File: src/rtl/tag_pkg.sv
// Package: shared tag and operation encodings for the tag tracker.
// Assumes two-bit tags and three-bit operation codes as listed below.
package tag_pkg;
    typedef enum logic [1:0] {
        TAG_UNK = 2'b00,
        TAG_UNI = 2'b01,
        TAG_AFF = 2'b10
    } tag_t;

    typedef enum logic [2:0] {
        OP_NOP   = 3'd0,
        OP_TID   = 3'd1,
        OP_IMM   = 3'd2,
        OP_ADD   = 3'd3,
        OP_MUL   = 3'd4,
        OP_LOAD  = 3'd5,
        OP_STORE = 3'd6,
        OP_CMP   = 3'd7
    } op_t;

    // Classifies a tag as usable by the scalar path.
    function automatic logic tag_known(input tag_t t);
        return (t == TAG_UNI) || (t == TAG_AFF);
    endfunction
endpackage

File: src/rtl/tag_table.sv
// Module: tag_table
// Holds one tag per architectural register. It has two combinational
// read ports and one synchronous write port, with no write-to-read bypass.
// Assumes a synchronous active-low reset that clears every entry to unknown.
module tag_table
    import tag_pkg::*;
#(
    parameter int NREGS = 32,
    localparam int AW = $clog2(NREGS)
) (
    input  logic          clk,
    input  logic          rst_n,
    input  logic          wr_en,
    input  logic [AW-1:0] wr_addr,
    input  tag_t          wr_tag,
    input  logic [AW-1:0] rd_a_addr,
    input  logic [AW-1:0] rd_b_addr,
    output tag_t          rd_a_tag,
    output tag_t          rd_b_tag
);
    tag_t mem [NREGS];

    // Stores the tag on a write, or clears every entry in reset.
    always_ff @(posedge clk) begin
        if (!rst_n) begin
            for (int i = 0; i < NREGS; i++) begin
                mem[i] <= TAG_UNK;
            end
        end else if (wr_en) begin
            mem[wr_addr] <= wr_tag;
        end
    end

    // Drives both read ports straight from the storage.
    always_comb begin
        rd_a_tag = mem[rd_a_addr];
        rd_b_tag = mem[rd_b_addr];
    end

    p_reset_clear_r1: assert property (@(posedge clk)
        !rst_n |=> (rd_a_tag == TAG_UNK) && (rd_b_tag == TAG_UNK));

    p_legal_tag_r1: assert property (@(posedge clk) disable iff (!rst_n)
        (rd_a_tag != 2'b11) && (rd_b_tag != 2'b11));

    p_write_visible_r9: assert property (@(posedge clk) disable iff (!rst_n)
        wr_en |=> (mem[$past(wr_addr)] == $past(wr_tag)));
endmodule

File: src/rtl/op_decode.sv
// Module: op_decode
// Turns an operation code into its operand usage: which sources it reads
// and whether it produces a result tag. It is purely combinational.
module op_decode
    import tag_pkg::*;
(
    input  op_t  op,
    output logic use_a,
    output logic use_b,
    output logic writes
);
    // Maps each operation to the sources it reads and whether it writes.
    always_comb begin
        use_a  = 1'b0;
        use_b  = 1'b0;
        writes = 1'b0;
        unique case (op)
            OP_NOP:   ;
            OP_TID,
            OP_IMM:   writes = 1'b1;
            OP_ADD,
            OP_MUL:   begin use_a = 1'b1; use_b = 1'b1; writes = 1'b1; end
            OP_LOAD:  begin use_a = 1'b1; writes = 1'b1; end
            OP_STORE,
            OP_CMP:   begin use_a = 1'b1; use_b = 1'b1; end
            default:  ;
        endcase
    end
endmodule

File: src/rtl/tag_propagate.sv
// Module: tag_propagate
// Computes the result tag of an operation from its source tags. A partial
// lane mask forces the result to unknown. It is purely combinational and
// assumes that its caller ignores the output of non-writing operations.
module tag_propagate
    import tag_pkg::*;
(
    input  op_t  op,
    input  tag_t tag_a,
    input  tag_t tag_b,
    input  logic mask_full,
    output tag_t res_tag
);
    tag_t raw;

    // Applies the per-operation classification rules.
    always_comb begin
        raw = TAG_UNK;
        unique case (op)
            OP_TID:  raw = TAG_AFF;
            OP_IMM:  raw = TAG_UNI;
            OP_ADD: begin
                if (!tag_known(tag_a) || !tag_known(tag_b))
                    raw = TAG_UNK;
                else if (tag_a == TAG_UNI && tag_b == TAG_UNI)
                    raw = TAG_UNI;
                else
                    raw = TAG_AFF;
            end
            OP_MUL: begin
                if (tag_a == TAG_UNI && tag_b == TAG_UNI)
                    raw = TAG_UNI;
                else if ((tag_a == TAG_UNI && tag_b == TAG_AFF) ||
                         (tag_a == TAG_AFF && tag_b == TAG_UNI))
                    raw = TAG_AFF;
                else
                    raw = TAG_UNK;
            end
            default: raw = TAG_UNK;
        endcase
    end

    // Forces the result to unknown when some lanes are inactive.
    always_comb begin
        res_tag = mask_full ? raw : TAG_UNK;
    end
endmodule

File: src/rtl/affine_tag_tracker.sv
// Module: affine_tag_tracker (top)
// Tracks uniform/affine/unknown tags for the vector registers at issue,
// reports the source tags and raises a scalar-path enable. It assumes one
// instruction per cycle and a synchronous active-low reset.
module affine_tag_tracker
    import tag_pkg::*;
#(
    parameter int NREGS = 32,
    parameter int LANES = 4,
    localparam int AW = $clog2(NREGS)
) (
    input  logic             clk,
    input  logic             rst_n,
    input  logic             issue_valid,
    input  logic [2:0]       issue_op,
    input  logic [AW-1:0]    dst_reg,
    input  logic [AW-1:0]    src_a_reg,
    input  logic [AW-1:0]    src_b_reg,
    input  logic [LANES-1:0] lane_mask,
    output logic [1:0]       src_a_tag,
    output logic [1:0]       src_b_tag,
    output logic             scalar_en
);
    op_t  op;
    tag_t ta, tb, res_tag;
    logic use_a, use_b, writes, mask_full, wr_en, srcs_ok, res_ok;

    // Casts the raw operation code and checks the lane mask.
    always_comb begin
        op        = op_t'(issue_op);
        mask_full = &lane_mask;
    end

    tag_table #(.NREGS(NREGS)) u_table (
        .clk       (clk),
        .rst_n     (rst_n),
        .wr_en     (wr_en),
        .wr_addr   (dst_reg),
        .wr_tag    (res_tag),
        .rd_a_addr (src_a_reg),
        .rd_b_addr (src_b_reg),
        .rd_a_tag  (ta),
        .rd_b_tag  (tb)
    );

    op_decode u_dec (
        .op     (op),
        .use_a  (use_a),
        .use_b  (use_b),
        .writes (writes)
    );

    tag_propagate u_prop (
        .op        (op),
        .tag_a     (ta),
        .tag_b     (tb),
        .mask_full (mask_full),
        .res_tag   (res_tag)
    );

    // Combines operand usage and tags into the write enable and the scalar enable.
    always_comb begin
        wr_en     = issue_valid && writes;
        srcs_ok   = (!use_a || tag_known(ta)) && (!use_b || tag_known(tb));
        res_ok    = !writes || tag_known(res_tag);
        scalar_en = issue_valid && (op != OP_NOP) && srcs_ok && res_ok;
        src_a_tag = ta;
        src_b_tag = tb;
    end

    p_partial_unknown_r7: assert property (@(posedge clk) disable iff (!rst_n)
        (wr_en && !mask_full) |-> (res_tag == TAG_UNK));

    p_scalar_sources_r8: assert property (@(posedge clk) disable iff (!rst_n)
        scalar_en |-> ((!use_a || src_a_tag != 2'b00) && (!use_b || src_b_tag != 2'b00)));

    p_idle_quiet_r10: assert property (@(posedge clk) disable iff (!rst_n)
        (!issue_valid || op == OP_NOP) |-> (!scalar_en && !wr_en));

    p_nowrite_store_r6: assert property (@(posedge clk) disable iff (!rst_n)
        (op == OP_STORE || op == OP_CMP) |-> !wr_en);

    p_tid_affine_r2: assert property (@(posedge clk) disable iff (!rst_n)
        (wr_en && op == OP_TID && mask_full) |-> (res_tag == TAG_AFF));

    p_load_unknown_r5: assert property (@(posedge clk) disable iff (!rst_n)
        (issue_valid && op == OP_LOAD) |-> !scalar_en);
endmodule

File: config.mk
export PLATFORM = sky130hd
export DESIGN_NAME = affine_tag_tracker
export DESIGN_NICKNAME = d
export VERILOG_FILES = /design/src/rtl/tag_pkg.sv /design/src/rtl/tag_table.sv /design/src/rtl/op_decode.sv /design/src/rtl/tag_propagate.sv /design/src/rtl/affine_tag_tracker.sv
export SDC_FILE = /design/constraint.sdc
export NUM_CORES = 1
export LEC_CHECK = 0
export ABC_AREA = 1
export BUFFER_PORTS_ARGS = -buffer_cell sky130_fd_sc_hd__buf_2
export CAP_MARGIN = 25
export CORE_MARGIN = 4
export CORE_UTILIZATION = 44
export CTS_CLUSTER_SIZE = 10
export DETAILED_ROUTE_END_ITERATION = 6
export PLACE_DENSITY = 0.72
export SYNTH_ARGS = -nofsm -noshare
export SYNTH_HDL_FRONTEND = slang
export SYNTH_SLANG_ARGS = --single-unit
File: constraint.sdc
create_clock -name clk -period 2.2 [get_ports clk]
set_clock_uncertainty 0.05 [all_clocks]
set_input_delay 0.33 -clock clk [delete_from_list [all_inputs] [get_ports clk]]
set_output_delay 0.33 -clock clk [all_outputs]
set_load 0.01 [all_outputs]
==> results of run 1 <==
[worst max-delay path, delay by kind of cell, from the launching register on]
kind,cells,cell delay [ns]
buf+inv,2,0.24
simple gates,10,0.81
flops,1,0.45
compound gates,1,0.16
fa+ha+maj,1,0.23
[worst paths after layout]
| path | startpoint | endpoint | slack, ns |
|---|---|---|---|
| min reg2reg | u_table.mem[10][1]$_SDFFCE_PN0P_ | u_table.mem[3][0]$_SDFFCE_PN0P_ | 1.65 |
| min | dst_reg[2] | u_table.mem[8][1]$_SDFFCE_PN0P_ | 0.43 |
| max reg2reg | u_table.mem[7][1]$_SDFFCE_PN0P_ | u_table.mem[25][1]$_SDFFCE_PN0P_ | -0.38 |
| max | u_table.mem[7][1]$_SDFFCE_PN0P_ | scalar_en | -0.43 |
[logic make-up (layout without fill, tap and decap cells)]
logic type,after synthesis,count (layout),share of synthesized area
compound gates,1,1,0.00115
fa+ha+maj,4,4,0.0115
buf+inv,54,103,0.0726
flops,64,64,0.443
simple gates,468,468,0.472
[cell usage after synthesis]
cell type | number | area (sq um)
nand3_1 | 111 | 556
nand4_1 | 1 | 6.26
inv_1 | 15 | 56.3
ha_1 | 4 | 50.1
nor3_4 | 3 | 48.8
nand3b_1 | 1 | 7.51
nand2_4 | 1 | 11.3
clkbuf_1 | 5 | 18.8
nand2_2 | 7 | 43.8
nand2_8 | 1 | 20.0
buf_2 | 12 | 60.1
buf_6 | 10 | 113
nand2_1 | 259 | 972
nor2_2 | 14 | 87.6
buf_4 | 5 | 37.5
nor2_1 | 66 | 248
inv_2 | 6 | 22.5
a21oi_1 | 1 | 5.00
edfxtp_1 | 64 | 1920
nand3_4 | 1 | 17.5
clkinvlp_4 | 1 | 7.51
nand3_2 | 3 | 30.0
[power by group through the flow]
stage / sequential, W / combinational, W / clock, W
finish: 0.00141 / 0.000577 / 0.000893
global route: 0.00141 / 0.000633 / 0.000937
CTS: 0.00141 / 0.000531 / 0.000897
detailed placement: 0.00144 / 0.000493 / 0
global placement: 0.00144 / 0.000480 / 0
floorplan: 0.00142 / 0.000353 / 0
[final cells by class]
| class | instances | share of cell area |
|---|---|---|
| Clock inverter | 7 | 0.00890 |
| Sequential cell | 64 | 0.360 |
| Multi-Input combinational cell | 473 | 0.442 |
| Tap cell | 129 | 0.0302 |
| Clock buffer | 9 | 0.0232 |
| Timing Repair Buffer | 65 | 0.117 |
| Inverter | 22 | 0.0185 |
[per-stage QoR]
stage,hold WS [ns],area (sq um),cells,setup slack (ns),util
finish,0.428,5350,769,-0.434,0.568
detailed placement,0.786,4740,741,-0.406,0.504
CTS,0.416,5110,766,-0.425,0.543
global route,0.442,5350,769,-0.572,0.568
floorplan,0.580,4450,591,-0.0307,-
global placement,0.779,4740,741,-0.337,0.504
[per-layer routing]
layer	up-vias	GRT usage	wire length, um	part of all wire
met5	-	0	0	0
met3	47	0.0516	1260	0.097
li1	2009	-	-	-
met4	0	0.103	497	0.039
met1	1996	0.279	4950	0.38
met2	261	0.366	6190	0.48
[timing repair]
action,CTS,global route
buffers inserted,7,1
endpoints found under the setup margin,53,66
resized for setup,21,47
pin swaps,37,25
gates cloned,2,2
==> reports/results.md, run 1 <==
| Quantity | Value | Unit |
| --- | --- | --- |
| Final antenna-violating net count | 0 | - |
| Number of H-tree levels | 3 | - |
| Number of nets produced by synthesis | 620 | - |
| Worst path arrival time | 2.25 | ns |
| Most frequent cells in the layout | nand2_1, nand3_1, edfxtp_1 | - |
| Count of hold-fix buffers inserted at cts | 0 | - |
| Total global routing track utilization | 0.223 | - |
| ANT cells | 0 | - |
| Clock tree from TritonCTS | done | - |
| Largest register FFs | 64 | - |
| Maximum ir drop on the vdd rail | 0.283 | mV |
| Critical path launch point type | register | - |
| Worst Hold Path Cells | 4 | - |
| Worst Max-Slew Pin Slew | 0.446 | ns |
| Weighted congestion reported at the end of routability-driven placement | 0.906 | - |
| Synth unique cells | 22 | - |
| Number of maximum-capacitance violations | 0 | - |
| Horizontal die dimension | 107 | um |
| Seq pwr share | 0.490 | - |
| Grt ovf | 0 | - |
| FF+latch area | 1920 | sq um |
| DRT iter0 DRCs | 599 | - |
| I/O pin count | 30 | - |
| Count of standard-cell rows | 35 | - |
| Total number of yosys warnings | 0 | - |
| Proportion of power drawn by the clock network | 0.310 | - |
| Initial core utilization | 0.461 | - |
| Most common cell after layout, fill and taps aside | nand2_1 | - |
| Synthesized area per cell | 7.34 | sq um |
| Cts bufs inserted | 9 | - |
| Number of buffers inserted by port buffering | 29 | - |
| Count of final setup violators | 33 | - |
| Total Power | 0.00288 | W |
| Initial antenna violation count | 0 | - |
| Routed vias | 4313 | - |
| Detailed placer's ending HPWL | 8.62 | mm |
| Setup slack after layout | -0.434 | ns |
| Placeable core area | 9420 | sq um |
| Routed len/inst | 16.8 | um |
| Full die area | 11500 | sq um |
| Overall die height | 107 | um |
| Slowest cell on the critical path | edfxtp_1 | - |
| Worst Reg-to-Reg Cells | 19 | - |
| Sequential element share of the synthesized area | 0.443 | - |
| Data required time at the worst endpoint | 1.82 | ns |
| Net Switching | 0.000876 | W |
| Number of flip-flops and latches in the synthesized netlist | 64 | - |
| Routed wire length | 12.9 | mm |
| Synth-to-layout area growth | 23.1 | % |
| Maximum number of pins on one net before global-route repair | 33 | - |
| Biggest registers after layout | u_table.mem (64) | - |
| Outcome | finished with violations | - |
| Static leakage | 2.25 | nW |
| Failing checks | negative setup slack | - |
| Cell area after synthesis | 4340 | sq um |
| Share of total power consumed by net switching | 0.304 | - |
| Number of vias per cell after detailed routing | 5.61 | - |
| Vias in the first global route | 4059 | - |
| Count of pins over their slew limit | 0 | - |
| Power density over the cells | 539 | nW/um^2 |
| Combinational share of power | 0.200 | - |
| Post-synthesis cell count | 591 | - |
| Clock insertion delay at the later pin of the skew report | 0.35 | ns |
| CTS clock-pin slew for the worst setup and hold paths | 0.08 | ns |
| Post-route clock period utilization | 1.20 | - |
| Number of DRC violations after detailed routing | 0 | - |
| Fillers | 815 | - |
| CTS root buf | clkbuf_8 | - |
| Cell internal power dissipation | 0.00201 | W |
| Minimum period implied by the final worst setup slack | 2.63 | ns |
| Total negative slack for setup checks | -8.71 | ns |
| Unrepaired setup endpoints after global routing | yes | - |
| Buffer levels on the longest clock path | 2 | - |
| Fin. Hold Viols | 0 | - |
| Footprint of the multi-input gates | 2360 | sq um |
| Layout Nets | 664 | - |
| Pre-Repair DR Iteration Count | 6 | - |
| Critical Path End Type | output port | - |
| Highest clock frequency the design can meet | 380 | MHz |
| Clock sink count | 64 | - |
| Cells along the critical path | nand2_2, nand3_2, nand3_2, nand2_1, nand2_2, nand2_1, nand2_1, nand2_2, ha_4, buf_4, nand3_2, nand4_1, a21oi_4, buf_6 | - |
| First-pass GRT wire length | 19.9 | mm |
| Maximum fanout encountered on the critical timing path | 2 | - |
| Critical path type | reg -> out | - |
| Register containing the most flip-flops in the final layout | u_table.mem | - |
| Peak per-stage delay on the critical path | 0.45 | ns |
| Fraction of layout cells with a size suffix above 1 | 0.273 | - |
| Worst rel slew slack | 0.703 | - |
| Type of the tightest min-delay check | in -> reg | - |
No activity file was read; power rests on OpenSTA's default activity.
==> inputs of run 2 (changes only) <==
--- a/config.mk
+++ b/config.mk
@@ -8,6 +8,7 @@
 export ABC_AREA = 1
 export BUFFER_PORTS_ARGS = -buffer_cell sky130_fd_sc_hd__buf_2
 export CAP_MARGIN = 25
+export CORE_ASPECT_RATIO = 0.5
 export CORE_MARGIN = 4
 export CORE_UTILIZATION = 44
 export CTS_CLUSTER_SIZE = 10
==> reports/results.md, run 2 (same netlist as run 1, synthesis figures left out) <==
| Quantity | Value | Unit | Delta |
| --- | --- | --- | --- |
| Launch point of the worst reg-to-reg path | u_table.mem[14][1]$_SDFFCE_PN0P_ | - |  |
| Static leakage | 2.24 | nW | -0.64% |
| Biggest registers after layout | u_table.mem (64) | - |  |
| Unrepaired setup endpoints after global routing | yes | - |  |
| Cell repeated most along the worst path | nand2_1 | - |  |
| Maximum number of pins on one net before global-route repair | 33 | - | unchanged |
| Initial core utilization | 0.455 | - | -0.00605 |
| First-pass GRT wire length | 19.9 | mm | +0.11% |
| Data required time at the worst endpoint | 1.82 | ns | about the same |
| Setup slack after layout | -0.427 | ns | +0.00650 ns |
| Count of final setup violators | 33 | - | unchanged |
| Fillers | 847 | - | +3.9% |
| Outcome | finished with violations | - |  |
| Overall die height | 78.2 | um | -27% |
| Grt ovf | 0 | - | unchanged |
| Type of the tightest min-delay check | in -> reg | - |  |
| CTS clock-pin slew for the worst setup and hold paths | 0.05 | ns | -0.03 ns |
| Final antenna-violating net count | 0 | - | unchanged |
| Number of vias per cell after detailed routing | 5.48 | - | -2.2% |
| Worst path arrival time | 2.25 | ns | about the same |
| Total Power | 0.00333 | W | +16% |
| Number of buffers inserted by port buffering | 29 | - | unchanged |
| Largest register FFs | 64 | - | unchanged |
| Maximum fanout encountered on the critical timing path | 2 | - | unchanged |
| DRT iter0 DRCs | 556 | - | -7.2% |
| Synth-to-layout area growth | 22.6 | % |  |
| Worst Reg-to-Reg Cells | 18 | - | -1 |
| Count of pins over their slew limit | 0 | - | unchanged |
| CTS root buf | clkbuf_16 | - |  |
| Peak per-stage delay on the critical path | 0.41 | ns | -0.04 ns |
| Most frequent cells in the layout | nand2_1, nand3_1, edfxtp_1 | - |  |
| Minimum period implied by the final worst setup slack | 2.63 | ns | -0.00650 ns |
| ANT cells | 0 | - | unchanged |
| Cells along the critical path | nand2_1, nand3_1, nand3_1, nand2_1, nand2_1, nand2_1, nand2_1, nand2_2, ha_4, nor2_4, nand3_2, nand3_2, nand2_4, a21oi_4, buf_2 | - |  |
| Share of total power consumed by net switching | 0.265 | - | -0.0388 |
| Vias in the first global route | 3822 | - | -5.8% |
| Cell internal power dissipation | 0.00245 | W | +22% |
| Number of maximum-capacitance violations | 0 | - | unchanged |
| Count of standard-cell rows | 25 | - | -29% |
| FF+latch area | 1920 | sq um | unchanged |
| Clock sink count | 64 | - | unchanged |
| Power density over the cells | 626 | nW/um^2 | +16% |
| Critical path launch point type | register | - |  |
| Slowest cell on the critical path | edfxtp_1 | - |  |
| Number of DRC violations after detailed routing | 0 | - | unchanged |
| Combinational share of power | 0.166 | - | -0.034 |
| Post-route clock period utilization | 1.19 | - | -0.00296 |
| Pre-Repair DR Iteration Count | 7 | - | +1 |
| Highest clock frequency the design can meet | 381 | MHz | +0.25% |
| Proportion of power drawn by the clock network | 0.410 | - | +0.100 |
| Total global routing track utilization | 0.223 | - | +0.000230 |
| Critical path type | reg -> out | - |  |
| I/O pin count | 30 | - | unchanged |
| Worst Hold Path Cells | 4 | - | unchanged |
| Footprint of the multi-input gates | 2270 | sq um | -4.0% |
| Fin. Hold Viols | 0 | - | unchanged |
| Routed vias | 4222 | - | -2.1% |
| Placeable core area | 9540 | sq um | +1.3% |
| Most common cell after layout, fill and taps aside | nand2_1 | - |  |
| Critical Path End Type | output port | - |  |
| Register-to-register path setup slack | -0.26 | ns | +0.12 ns |
| Worst hold slack | 0.447 | ns | +0.0191 ns |
| Initial antenna violation count | 1 | - | +1 |
| Clock tree from TritonCTS | done | - |  |
| Horizontal die dimension | 148 | um | +38% |
| Worst Max-Slew Pin Slew | 0.441 | ns | -0.00496 ns |
| Net Switching | 0.000883 | W | +0.81% |
| Routed len/inst | 16.6 | um | -0.82% |
| Capture instance of the worst register-to-register path | u_table.mem[14][1]$_SDFFCE_PN0P_ | - |  |
| Clock insertion delay at the later pin of the skew report | 0.33 | ns | -0.02 ns |
| Number of H-tree levels | 3 | - | unchanged |
| Weighted congestion reported at the end of routability-driven placement | 0.959 | - | +5.9% |
| Fraction of layout cells with a size suffix above 1 | 0.228 | - | -0.0451 |
| Destination of the worst hold path | u_table.mem[8][1]$_SDFFCE_PN0P_ | - |  |
| Failing checks | negative setup slack | - |  |
| Seq pwr share | 0.424 | - | -0.066 |
| Detailed placer's ending HPWL | 8.36 | mm | -3.0% |
| Layout Nets | 659 | - | -0.75% |
| Buffer levels on the longest clock path | 2 | - | unchanged |
| Count of hold-fix buffers inserted at cts | 0 | - | unchanged |
| Routed wire length | 12.8 | mm | -0.69% |
| Register containing the most flip-flops in the final layout | u_table.mem | - |  |
| Worst rel slew slack | 0.706 | - | +0.00331 |
| Cts bufs inserted | 9 | - | unchanged |
| Full die area | 11600 | sq um | +0.84% |
| Min-Delay Startpoint | dst_reg[2] | - |  |
| Maximum ir drop on the vdd rail | 0.282 | mV | -0.39% |
## run 2: cell types whose count changed in the layout (fill, tap and decap cells not counted), moves of 3 or more
cell | before | now
nor2_2 | 22 | 18
nand2_1 | 236 | 241
nand3_2 | 19 | 7
nor2_1 | 53 | 58
clkinv_1 | 0 | 3
buf_4 | 20 | 14
clkbuf_8 | 9 | 0
nand3_1 | 95 | 107
clkbuf_16 | 2 | 10
nand2_2 | 29 | 25
## run 2: repair_timing
item,4_1_cts,5_1_grt
gates resized for setup,31,14
endpoints found under the setup margin,33,66
pin swaps,22,8
setup buffers,5,1
cloned,3,1
## run 2: worst max path at each step
stage / start / slack [ns] / endpoint
detailed placement: src_a_reg[0] / -0.33 / scalar_en
floorplan: src_a_reg[0] / -0.03 / scalar_en
CTS: u_table.mem[26][1]$_SDFFCE_PN0P_ / -0.35 / scalar_en
global route: u_table.mem[2][1]$_SDFFCE_PN0P_ / -0.56 / scalar_en
finish: u_table.mem[14][1]$_SDFFCE_PN0P_ / -0.43 / scalar_en
global placement: src_b_reg[0] / -0.31 / scalar_en
## run 2: through the flow
step / cells / area (sq um) / setup TNS [ns] / worst slack (ns) / utilization
6_report: 770 / 5320 / -6.69 / -0.427 / 0.558
5_1_grt: 770 / 5320 / -13.03 / -0.563 / 0.558
4_1_cts: 770 / 5260 / -4.63 / -0.348 / 0.551
3_5_place_dp: 746 / 4740 / -16.39 / -0.329 / 0.497
3_3_place_gp: 746 / 4740 / -14.74 / -0.314 / 0.497
2_1_floorplan: 591 / 4450 / -0.0307 / -0.0307 / -
## run 2: metal layers
metal	routed length (um)	up-vias	GRT usage
met1	5510	1933	0.314
met4	188	2	0.0525
met5	7	-	0
li1	-	2007	-
met3	1610	23	0.0704
met2	5500	257	0.338
## run 2: critical path: cells and delay by family, from the launching register on
family	cells	cell delay, ns
flops	1	0.41
simple gates	12	1.01
fa+ha+maj	1	0.24
compound gates	1	0.13
buf+inv	1	0.13
## run 2: layout make-up
cell class                      instances  area share
Sequential cell                        64       0.361
Clock inverter                          7      0.0118
Inverter                               22      0.0186
Tap cell                              135      0.0317
Timing Repair Buffer                   60       0.108
Multi-Input combinational cell        473       0.426
Clock buffer                            9      0.0423
## run 2: power by group through the flow
| stage | combinational [W] | clock [W] | sequential [W] |
|---|---|---|---|
| global placement | 0.000485 | 0 | 0.00144 |
| detailed placement | 0.000491 | 0 | 0.00144 |
| finish | 0.000552 | 0.00137 | 0.00141 |
| floorplan | 0.000353 | 0 | 0.00142 |
| global route | 0.000604 | 0.00144 | 0.00142 |
| CTS | 0.000530 | 0.00137 | 0.00141 |
==> inputs of run 3 (changes only) <==
--- a/config.mk
+++ b/config.mk
@@ -6,7 +6,7 @@
 export NUM_CORES = 1
 export LEC_CHECK = 0
 export ABC_AREA = 1
-export BUFFER_PORTS_ARGS = -buffer_cell sky130_fd_sc_hd__buf_2
+export BUFFER_PORTS_ARGS = -buffer_cell sky130_fd_sc_hd__buf_4
 export CAP_MARGIN = 25
 export CORE_ASPECT_RATIO = 0.5
 export CORE_MARGIN = 4
==> reports/results.md, run 3 (same netlist as run 1, synthesis figures left out) <==
| Quantity | Value | Unit | Delta |
| --- | --- | --- | --- |
| Cts bufs inserted | 9 | - | unchanged |
| Routed wire length | 12.8 | mm | about the same |
| Critical Path End Type | output port | - |  |
| Maximum number of pins on one net before global-route repair | 33 | - | unchanged |
| Worst Max-Slew Pin Slew | 0.438 | ns | -0.00249 ns |
| Detailed placer's ending HPWL | 8.60 | mm | +2.9% |
| Critical path launch point type | register | - |  |
| Synth-to-layout area growth | 27.8 | % |  |
| Min-Delay Startpoint | dst_reg[2] | - |  |
| Register-to-register path setup slack | -0.29 | ns | -0.03 ns |
| Most common cell after layout, fill and taps aside | nand2_1 | - |  |
| Layout Nets | 663 | - | +0.61% |
| Full die area | 11600 | sq um | unchanged |
| Clock tree from TritonCTS | done | - |  |
| Register containing the most flip-flops in the final layout | u_table.mem | - |  |
| Peak per-stage delay on the critical path | 0.43 | ns | +0.02 ns |
| Setup slack after layout | -0.446 | ns | -0.0190 ns |
| Worst Reg-to-Reg Cells | 18 | - | unchanged |
| Initial core utilization | 0.455 | - | unchanged |
| I/O pin count | 30 | - | unchanged |
| Fraction of layout cells with a size suffix above 1 | 0.258 | - | +0.0299 |
| Horizontal die dimension | 148 | um | unchanged |
| Highest clock frequency the design can meet | 378 | MHz | -0.72% |
| Total Power | 0.00353 | W | +5.9% |
| Overall die height | 78.2 | um | unchanged |
| Buffer levels on the longest clock path | 2 | - | unchanged |
| Cell repeated most along the worst path | nand2_1 | - |  |
| Fin. Hold Viols | 0 | - | unchanged |
| DRT iter0 DRCs | 512 | - | -7.9% |
| Routed len/inst | 16.6 | um | -0.54% |
| Initial antenna violation count | 0 | - | -1 |
| Utilization after layout | 0.581 | - | +0.0233 |
| Worst Hold Path Cells | 4 | - | unchanged |
| Clock sink count | 64 | - | unchanged |
| Count of final setup violators | 33 | - | unchanged |
| Cells along the critical path | nand2_1, nand3_1, nand3_2, nand2_2, nand2_1, nand2_1, nand2_1, nand2_2, ha_4, nor2_4, nor2_1, nand2_1, nand4_1, a21oi_4, buf_6 | - |  |
| First-pass GRT wire length | 19.8 | mm | -0.52% |
| Fillers | 817 | - | -3.5% |
| Biggest registers after layout | u_table.mem (64) | - |  |
| Unrepaired setup endpoints after global routing | yes | - |  |
| CTS clock-pin slew for the worst setup and hold paths | 0.06 | ns | about the same |
| Grt ovf | 0 | - | unchanged |
| Destination of the worst hold path | u_table.mem[9][1]$_SDFFCE_PN0P_ | - |  |
| Routed vias | 4305 | - | +2.0% |
| Capture instance of the worst register-to-register path | u_table.mem[20][1]$_SDFFCE_PN0P_ | - |  |
| Worst hold slack | 0.434 | ns | -0.0135 ns |
| Number of buffers inserted by port buffering | 29 | - | unchanged |
| Number of vias per cell after detailed routing | 5.56 | - | +1.4% |
| Launch point of the worst reg-to-reg path | u_table.mem[25][1]$_SDFFCE_PN0P_ | - |  |
| Power density over the cells | 636 | nW/um^2 | +1.6% |
| Slowest cell on the critical path | edfxtp_1 | - |  |
| Maximum fanout encountered on the critical timing path | 2 | - | unchanged |
| Final antenna-violating net count | 0 | - | unchanged |
| Count of standard-cell rows | 25 | - | unchanged |
| Pre-Repair DR Iteration Count | 7 | - | unchanged |
| CTS root buf | clkbuf_16 | - |  |
| Total global routing track utilization | 0.219 | - | -0.00445 |
| Critical path type | reg -> out | - |  |
| Maximum ir drop on the vdd rail | 0.331 | mV | +18% |
| Vias in the first global route | 3765 | - | -1.5% |
| Number of H-tree levels | 3 | - | unchanged |
| Number of maximum-capacitance violations | 0 | - | unchanged |
| ANT cells | 0 | - | unchanged |
| Number of DRC violations after detailed routing | 3 | - | +3 |
| Static leakage | 2.28 | nW | +1.8% |
| Pre-CTS setup slack | -0.304 | ns | +0.0245 ns |
| Largest register FFs | 64 | - | unchanged |
| Most frequent cells in the layout | nand2_1, nand3_1, edfxtp_1 | - |  |
| Outcome | finished with violations | - |  |
| Placeable core area | 9540 | sq um | unchanged |
| Failing checks | design-rule violations, negative setup slack | - |  |
| Worst rel slew slack | 0.708 | - | +0.00166 |
| Minimum period implied by the final worst setup slack | 2.65 | ns | +0.0190 ns |
| Count of pins over their slew limit | 0 | - | unchanged |
| Data required time at the worst endpoint | 1.82 | ns | about the same |
| Clock insertion delay at the later pin of the skew report | 0.33 | ns | about the same |
| Weighted congestion reported at the end of routability-driven placement | 0.893 | - | -6.9% |
| Type of the tightest min-delay check | in -> reg | - |  |
| Post-route clock period utilization | 1.20 | - | +0.00865 |
| Worst path arrival time | 2.27 | ns | +0.02 ns |
[run 3: worst max-delay path by stage]
stage	cells after the start	from	to	slack [ns]
after floorplan	17	src_a_reg[0]	scalar_en	-0.03
after global placement	17	src_a_reg[0]	scalar_en	-0.29
after detailed placement	17	src_a_reg[0]	scalar_en	-0.30
after CTS	14	u_table.mem[5][0]$_SDFFCE_PN0P_	scalar_en	-0.38
after global routing	15	u_table.mem[25][1]$_SDFFCE_PN0P_	scalar_en	-0.53
final	15	u_table.mem[25][1]$_SDFFCE_PN0P_	scalar_en	-0.45
[run 3: cell type report]
cell class	count	area, sq um	share of cell area
Clock buffer	9	225	0.0406
Tap cell	135	169	0.0305
Clock inverter	7	96.3	0.0174
Timing Repair Buffer	64	644	0.116
Inverter	22	98.8	0.0178
Sequential cell	64	1920	0.347
Multi-Input combinational cell	473	2390	0.431
[run 3: worst max-delay path, delay by kind of cell (launching register included)]
family          cells  cell delay [ns]
simple gates       12             1.01
flops               1             0.43
fa+ha+maj           1             0.23
compound gates      1             0.15
buf+inv             1             0.11
[run 3: through the flow]
stage               instance area [sq um]  setup TNS [ns]  cells
floorplan                            4450         -0.0307    591
global placement                     4850          -12.60    750
detailed placement                   4850          -14.63    750
CTS                                  5320           -4.05    774
global route                         5550          -13.78    774
finish                               5550           -8.73    774
[run 3: repair_timing]
action | CTS | global route
setup endpoints to repair | 52 | 67
hold buffers | 0 | 0
setup buffers | 5 | 3
gates resized for setup | 12 | 69
cloned | 3 | 0
pin swaps | 18 | 40
[run 3: per-layer routing]
metal | global-route usage | up-vias | part of all wire | routed length, um
met5 | 0 | - | 0 | 0
met3 | 0.0571 | 31 | 0.14 | 1790
li1 | - | 2020 | - | -
met4 | 0.0516 | 0 | 0.021 | 273
met1 | 0.314 | 1973 | 0.41 | 5240
met2 | 0.333 | 281 | 0.43 | 5510
[run 3: report_power, final]
| part | leakage (nW) | internal [W] | switching (W) | total [W] |
|---|---|---|---|---|
| clock network | 0.149 | 0.000991 | 0.000538 | 0.00153 |
| registers | 0.660 | 0.00138 | 0.0000305 | 0.00141 |
| logic | 1.47 | 0.000231 | 0.000356 | 0.000587 |
| total | 2.28 | 0.00260 | 0.000924 | 0.00353 |
